$ cat src/rtl/gpio_pkg.sv
`timescale 1ns/1ps
package gpio_pkg;
  localparam int unsigned ADDR_DATA = 0;
  localparam int unsigned ADDR_DIR  = 1;
  localparam int unsigned ADDR_PULL = 2;
  localparam int unsigned SYNC_STAGES = 2;
endpackage

$ cat src/rtl/gpio_in_sync.sv
`timescale 1ns/1ps
module gpio_in_sync #(
  parameter int unsigned W      = 8,
  parameter int unsigned STAGES = 2
) (
  input  logic         clk,
  input  logic         rst_n,
  input  logic [W-1:0] d_in,
  output logic [W-1:0] d_out
);
  logic [W-1:0] stg [STAGES];

  always_ff @(posedge clk or negedge rst_n) begin
    if (!rst_n) stg[0] <= '0;
    else        stg[0] <= d_in;
  end

  for (genvar s = 1; s < STAGES; s++) begin : g_stage
    always_ff @(posedge clk or negedge rst_n) begin
      if (!rst_n) stg[s] <= '0;
      else        stg[s] <= stg[s-1];
    end
  end

  assign d_out = stg[STAGES-1];
endmodule

$ cat src/rtl/gpio_reg_bank.sv
`timescale 1ns/1ps
module gpio_reg_bank
  import gpio_pkg::*;
#(
  parameter int unsigned W      = 8,
  parameter int unsigned ADDR_W = 2
) (
  input  logic              clk,
  input  logic              rst_n,
  input  logic [ADDR_W-1:0] addr,
  input  logic              wr_en,
  input  logic [W-1:0]      wr_data,
  output logic [W-1:0]      latch_q,
  output logic [W-1:0]      dir_q,
  output logic [W-1:0]      pull_q
);
  logic hit_data, hit_dir, hit_pull;

  always_comb begin
    hit_data = wr_en && (addr == ADDR_W'(ADDR_DATA));
    hit_dir  = wr_en && (addr == ADDR_W'(ADDR_DIR));
    hit_pull = wr_en && (addr == ADDR_W'(ADDR_PULL));
  end

  always_ff @(posedge clk or negedge rst_n) begin
    if (!rst_n) begin
      latch_q <= '0;
      dir_q   <= '0;
      pull_q  <= '0;
    end else begin
      if (hit_data) latch_q <= wr_data;
      if (hit_dir)  dir_q   <= wr_data;
      if (hit_pull) pull_q  <= wr_data;
    end
  end
endmodule

$ cat src/rtl/gpio_pin_ctl.sv
`timescale 1ns/1ps
module gpio_pin_ctl #(
  parameter int unsigned W = 8
) (
  input  logic [W-1:0] latch_q,
  input  logic [W-1:0] dir_q,
  input  logic [W-1:0] pull_q,
  input  logic [W-1:0] pin_sync,
  output logic [W-1:0] pin_out,
  output logic [W-1:0] pin_oe,
  output logic [W-1:0] pin_pull,
  output logic [W-1:0] data_view
);
  for (genvar i = 0; i < W; i++) begin : g_pin
    assign pin_out[i]   = latch_q[i];
    assign pin_oe[i]    = dir_q[i];
    assign pin_pull[i]  = pull_q[i] & ~dir_q[i];
    assign data_view[i] = dir_q[i] ? latch_q[i] : pin_sync[i];
  end
endmodule

$ cat src/rtl/gpio_pullup_port.sv
`timescale 1ns/1ps
module gpio_pullup_port
  import gpio_pkg::*;
#(
  parameter int unsigned W      = 8,
  parameter int unsigned ADDR_W = 2
) (
  input  logic              clk,
  input  logic              rst_n,
  input  logic [ADDR_W-1:0] addr,
  input  logic              wr_en,
  input  logic [W-1:0]      wr_data,
  output logic [W-1:0]      rd_data,
  input  logic [W-1:0]      pin_in,
  output logic [W-1:0]      pin_out,
  output logic [W-1:0]      pin_oe,
  output logic [W-1:0]      pin_pull
);
  logic [W-1:0] latch_q, dir_q, pull_q, pin_sync, data_view;

  gpio_in_sync #(.W(W), .STAGES(SYNC_STAGES)) u_sync (
    .clk(clk), .rst_n(rst_n), .d_in(pin_in), .d_out(pin_sync)
  );

  gpio_reg_bank #(.W(W), .ADDR_W(ADDR_W)) u_regs (
    .clk(clk), .rst_n(rst_n), .addr(addr), .wr_en(wr_en), .wr_data(wr_data),
    .latch_q(latch_q), .dir_q(dir_q), .pull_q(pull_q)
  );

  gpio_pin_ctl #(.W(W)) u_pins (
    .latch_q(latch_q), .dir_q(dir_q), .pull_q(pull_q), .pin_sync(pin_sync),
    .pin_out(pin_out), .pin_oe(pin_oe), .pin_pull(pin_pull), .data_view(data_view)
  );

  always_comb begin
    if (addr == ADDR_W'(ADDR_DATA))      rd_data = data_view;
    else if (addr == ADDR_W'(ADDR_DIR))  rd_data = dir_q;
    else if (addr == ADDR_W'(ADDR_PULL)) rd_data = pull_q;
    else                                 rd_data = '0;
  end
endmodule

$ cat config.mk
export PLATFORM = sky130hd
export DESIGN_NAME = gpio_pullup_port
export DESIGN_NICKNAME = d
export VERILOG_FILES = /design/src/rtl/gpio_pkg.sv /design/src/rtl/gpio_in_sync.sv /design/src/rtl/gpio_reg_bank.sv /design/src/rtl/gpio_pin_ctl.sv /design/src/rtl/gpio_pullup_port.sv
export SDC_FILE = /design/constraint.sdc
export NUM_CORES = 1
export LEC_CHECK = 0
export ABC_AREA = 1
export BUFFER_PORTS_ARGS = -buffer_cell sky130_fd_sc_hd__buf_2
export CAP_MARGIN = 20
export CORE_ASPECT_RATIO = 1.4
export CORE_MARGIN = 1.5
export CORE_UTILIZATION = 40
export DETAILED_ROUTE_END_ITERATION = 10
export GPL_TIMING_DRIVEN = 0
export PLACE_DENSITY = 0.66
export SLEW_MARGIN = 20
export SYNTH_ARGS = -nofsm -noshare
export SYNTH_HDL_FRONTEND = slang
export SYNTH_SLANG_ARGS = --single-unit
$ cat constraint.sdc
create_clock -name clk -period 0.95 [get_ports clk]
set_input_delay 0.0475 -clock clk [delete_from_list [all_inputs] [get_ports clk]]
set_output_delay 0.0475 -clock clk [all_outputs]
set_load 0.01 [all_outputs]
Word-level counts from Yosys, hierarchy flattened
Cells that the tools add are included.

word-level totals
  logic and storage cells = 38
  register bits after elaboration = 40
  input port bits = 21
  output and inout port bits = 32

cells by class
  equality and inequality tests = 2
  reduce and logical (&&, ||, !) cells = 4
  bitwise gates (word level) = 16
  multiplexer cells = 11

operators with widths
  cell                                                  number
  two-way mux 8 bit                                     3
  AND 1 bit                                             8
  two-way mux 1 bit                                     8
  inverter 1 bit                                        8
  logical AND 1 bit                                     3
  equality test 2 x 1 -> 1 bit (second input constant)  1
  equality test 2 bit (second input constant)           1
  zero test 2 bit                                       1

Logic depth before layout (Yosys ltp)
  depth after elaboration = 4
  mapped depth = 5
  mapped depth without buffers = 5

Modules after synthesis
Synthesis repeated with hierarchy kept, for this count alone.

unflattened totals
  cell total of the unflattened synthesis = 232
  area, all modules = 1995.7 µm²

by module, submodules not included
  module            times used  cells an instance  seq. area each (µm²)  area each (µm²)
  gpio_reg_bank     1           107                600.6                 1047.3
  gpio_in_sync      1           24                 400.4                 460.4
  gpio_pin_ctl      1           64                 0.0                   300.3
  gpio_pullup_port  1           37                 0.0                   187.7

Worst setup path after synthesis
OpenSTA, ideal clock, no wires.

  path kind = reg2out
  from = reg u_regs.dir_q[0]
  to = out rd_data[0]
  path buffers = 0
  path slack = 0.199 ns
  stages on the path, launching flop included = 5
  required time = 0.902 ns
  arrival = 0.704 ns
  path through = dfrtp_1 nand3_1 nand2_1 inv_1 nand2_1

between the ends
  longest elaborated chain between the ends = 2
  elaborated cells between the ends (all ways) = 3
  classes of those cells = mux (3)

RTL lines
  item                                                           RTL line                                    source
  start, declared                                                gpio_reg_bank.sv:14                         output logic [W-1:0] dir_q,
  start signal, assigned                                         gpio_reg_bank.sv:32                         if (hit_dir) dir_q <= wr_data;
  two-way mux 8 bit / two-way mux 1 bit (equally long branches)  gpio_pullup_port.sv:37, gpio_pin_ctl.sv:18
  two-way mux 8 bit (*)                                          gpio_pullup_port.sv:36                      if (addr == ADDR_W'(ADDR_DATA)) rd_data = data_view;
  end, declared                                                  gpio_pullup_port.sv:13                      output logic [W-1:0] rd_data,

Every way passes the cells marked *; elsewhere a longest branch is shown, timed or not.

Worst setup path in the final report
  from = reg u_regs.dir_q[6]
  to = out rd_data[6]

Same word-level chain as after synthesis.

==> Flow_metrics.wiki <==
{| class="wikitable"
! Metric !! Value
|-
| Maximum number of pins on one net before global-route repair || 41
|-
| Post-detailed-placement cell area || 0.00217 mm2
|-
| Number of violations of the max-capacitance limit || 0
|-
| Sequential power share || 47.7%
|-
| Met1 usage || 26.0%
|-
| Arrival time worst endpoint || 1140 ps
|-
| Yosys top cell area share || 54.6%
|-
| Max Fanout on Critical Path || 6
|-
| Sequential area share after synthesis || 54.6%
|-
| Hold-fix buffer count after cts || 16
|-
| Hold crit path type || in2async
|-
| Cells taking the most area after synthesis || dfrtp_1, nand2_1, inv_1, nand3_1, nand3_4
|-
| Fraction of met3 tracks used by global routing || 3.12%
|-
| Remaining antenna violation count after routing || 0
|-
| Clock network latency to the later pin of the worst-skew pair || 290 ps
|-
| Class of the most critical setup path || reg2out
|-
| Overall overflow remaining after global route || 0
|-
| Area growth from synthesis to layout || 41.4%
|-
| Internal power summed over all cells || 3060 uW
|-
| Worst IR drop on VDD || 0.835 mV
|-
| Setup TNS || -2750 ps
|-
| Share of synthesized flip-flops with an asynchronous set or reset || 100%
|-
| Core ar. || 0.00446 mm2
|-
| Iteration count of the initial detailed-routing pass || 4
|-
| DR WL/cell || 12.1 um
|-
| Finish-stage setup viols || 20
|-
| Die area || 0.00501 mm2
|-
| Number of hold violations in the final report || 40
|-
| Initial Util || 41.1%
|-
| Post-layout instance area || 0.00259 mm2
|-
| Residual DRC || 0
|-
| Cell type contributing the most total cell area after synthesis || dfrtp_1
|-
| CTS tree || done
|-
| Clock share of power || 26.2%
|-
| Cell count after synthesis || 228
|-
| Post-synthesis register bit count || 40
|-
| Setup repair after global routing missed its margin || yes
|-
| Clock-pin transition on the worst setup and hold timing paths || 70 ps
|-
| Least setup slack across all paths after layout || -234 ps
|-
| Netlist area before placement || 0.00183 mm2
|-
| Switch share || 30.4%
|-
| Period utilization || 125%
|-
| Normalized max-slew margin || 41.7%
|-
| Final Total Pwr || 4400 uW
|-
| Element type at the critical path start || flop
|-
| Synthesized area per cell || 8.04 um2
|-
| CTS Sinks || 40
|-
| Setup skew after layout || 2.96 ps
|-
| Commonest cells post-synth || nand2_1, dfrtp_1, inv_1, nand3_1, nor2_1
|-
| Max Transition Viols Final || 0
|-
| Horiz. Die Dim || 60.2 um
|-
| Height of the chip || 83.1 um
|-
| Fraction of layout instances using a drive strength above 1 || 32.1%
|-
| Drt total wl || 4510 um
|-
| Synth cell types || 14
|-
| Switching power || 1340 uW
|-
| Detailed placement HPWL || 2800 um
|-
| Max Fclk || 0.845 GHz
|-
| Rows || 29
|-
| Static power due to leakage || 0.00147 uW
|-
| Via count of the first global-routing pass || 1502
|-
| Required time at the worst-slack endpoint || 900 ps
|-
| Met2 Track Usage GR || 30.2%
|-
| Global-route layer with the greatest usage || met2
|-
| Via density per instance || 4.47
|-
| Num CTS Buffers || 5
|-
| Measured slew at the worst slew-check pin || 874 ps
|-
| GP Congestion || 0.793
|-
| Root cell of the clock tree || clkbuf_8
|-
| Number of antenna violations at the first check in global routing || 0
|-
| Wire length of the first global-routing pass || 7070 um
|-
| P per Cell Area || 1690 mW/mm2
|-
| Total Routing Usage GR || 19.2%
|-
| Fraction of power consumed by combinational cells || 26.1%
|-
| Number of vias after detailed routing || 1673
|-
| Worst hold slack || -132 ps
|-
| Most common cell in the netlist || nand2_1
|-
| Violated checks || negative hold slack, negative setup slack
|-
| Prevailing post-synth register cell || dfrtp_1
|-
| EDFF count, synth || 0
|-
| Minimum period implied by the final worst setup slack || 1180 ps
|-
| Kind of end point of the critical path || output pin
|-
| Outcome || finished with violations
|-
| Pre-CTS setup slack || -89.3 ps
|-
| Number of ports placed on the die boundary || 53
|-
| Count of yosys warnings during synthesis || 0
|-
| Deepest clock path buffer count || 2
|-
| Initial DRC count || 50
|-
| Post-synthesis net count || 249
|-
| CTS H-tree depth || 2
|-
| Number of buffers added on ports || 52
|-
| Number of diodes added for antenna fixing || 0
|-
| Fill cell instance count of the final layout || 447
|-
| Final net count || 332
|}
placed cells by master (no fill, tap or decap), types with 2 or more instances in the layout:
| cell | synthesis | routed |
|---|---|---|
| nand2_1 | 96 | 94 |
| buf_2 | 0 | 44 |
| inv_1 | 40 | 35 |
| dfrtp_1 | 40 | 35 |
| nand3_1 | 30 | 24 |
| dlygate4sd3_1 | 0 | 16 |
| buf_6 | 2 | 14 |
| inv_2 | 3 | 8 |
| nand3_2 | 2 | 8 |
| nor2_1 | 8 | 6 |
| clkbuf_8 | 0 | 6 |
| buf_4 | 1 | 5 |
| dfrtp_2 | 0 | 5 |
| nand2_2 | 1 | 3 |
| nor2_2 | 0 | 2 |
| nand3_4 | 2 | 2 |
| clkbuf_1 | 0 | 2 |
state kept, by name, summed over array words and instances, names as in the netlist:
| signal | flops |
|---|---|
| u_regs.dir_q | 8 |
| u_regs.latch_q | 8 |
| u_regs.pull_q | 8 |
| u_sync.d_out | 8 |
| u_sync.stg | 8 |
worst max-delay path, cell delays in order, from the launching register on:
cell and delay (ps):
dfrtp_2 460, nand2_1 110, nand3_2 70, nand2_1 70
buf_2 140
layer usage:
| layer | vias up | part of all wire (%) |
|---|---|---|
| met2 | 49 | 50 |
| met1 | 774 | 42 |
| li1 | 843 | - |
| met4 | 0 | 1.8 |
| met3 | 7 | 5.6 |
| met5 | - | 0 |
per-stage QoR:
step	std cells	utilization [%]
2_1_floorplan	228	-
3_3_place_gp	342	48.7
3_5_place_dp	342	48.7
4_1_cts	372	55.9
5_1_grt	374	58.1
6_report	374	58.1
cells by family (layout without fill, tap and decap cells):
| logic type | Yosys count | after routing | share of synthesized area [%] |
|---|---|---|---|
| buf+inv | 48 | 132 | 11.5 |
| flops | 40 | 40 | 54.6 |
| simple gates | 140 | 140 | 33.9 |
power by group through the flow:
stage / logic (uW) / clock network [uW] / registers [uW]
after global routing: 1280 / 1250 / 2120
final: 1150 / 1150 / 2100
after floorplan: 473 / 0 / 2130
after detailed placement: 901 / 0 / 2110
after CTS: 1050 / 1180 / 2070
after global placement: 886 / 0 / 2100
final cells by class:
type,count,area (um2),share of cell area (%)
Buffer,4,45.0,1.74
Tap cell,62,77.6,2.99
Clock buffer,8,90.1,3.47
Multi-Input combinational cell,140,662,25.5
Sequential cell,40,1010,38.8
Timing Repair Buffer,76,546,21.0
Inverter,44,166,6.42
what timing repair did:
action | 4_1_cts | 5_1_grt
endpoints found under the hold margin | 64 | 40
gates cloned | 0 | 0
setup buffers | 6 | 2
setup endpoints to repair | 17 | 24
resized for setup | 6 | 26
pin swaps | 22 | 12
worst paths after layout:
| path | from | endpoint | slack, ps | cells after the start |
|---|---|---|---|---|
| max reg2reg | u_regs.dir_q[1] | u_regs.dir_q[1] | 140 | 3 |
| max | u_regs.dir_q[6] | rd_data[6] | -230 | 4 |
| min reg2reg | u_sync.stg[8] | u_sync.d_out[0] | 350 | 0 |
| min | rst_n | u_sync.stg[15] | -130 | 1 |
| max in group asynchronous | rst_n | u_regs.dir_q[3] | 480 | 1 |
| min in group clk | wr_en | u_regs.dir_q[5] | 190 | 4 |
(Power assumes the default switching activity.)
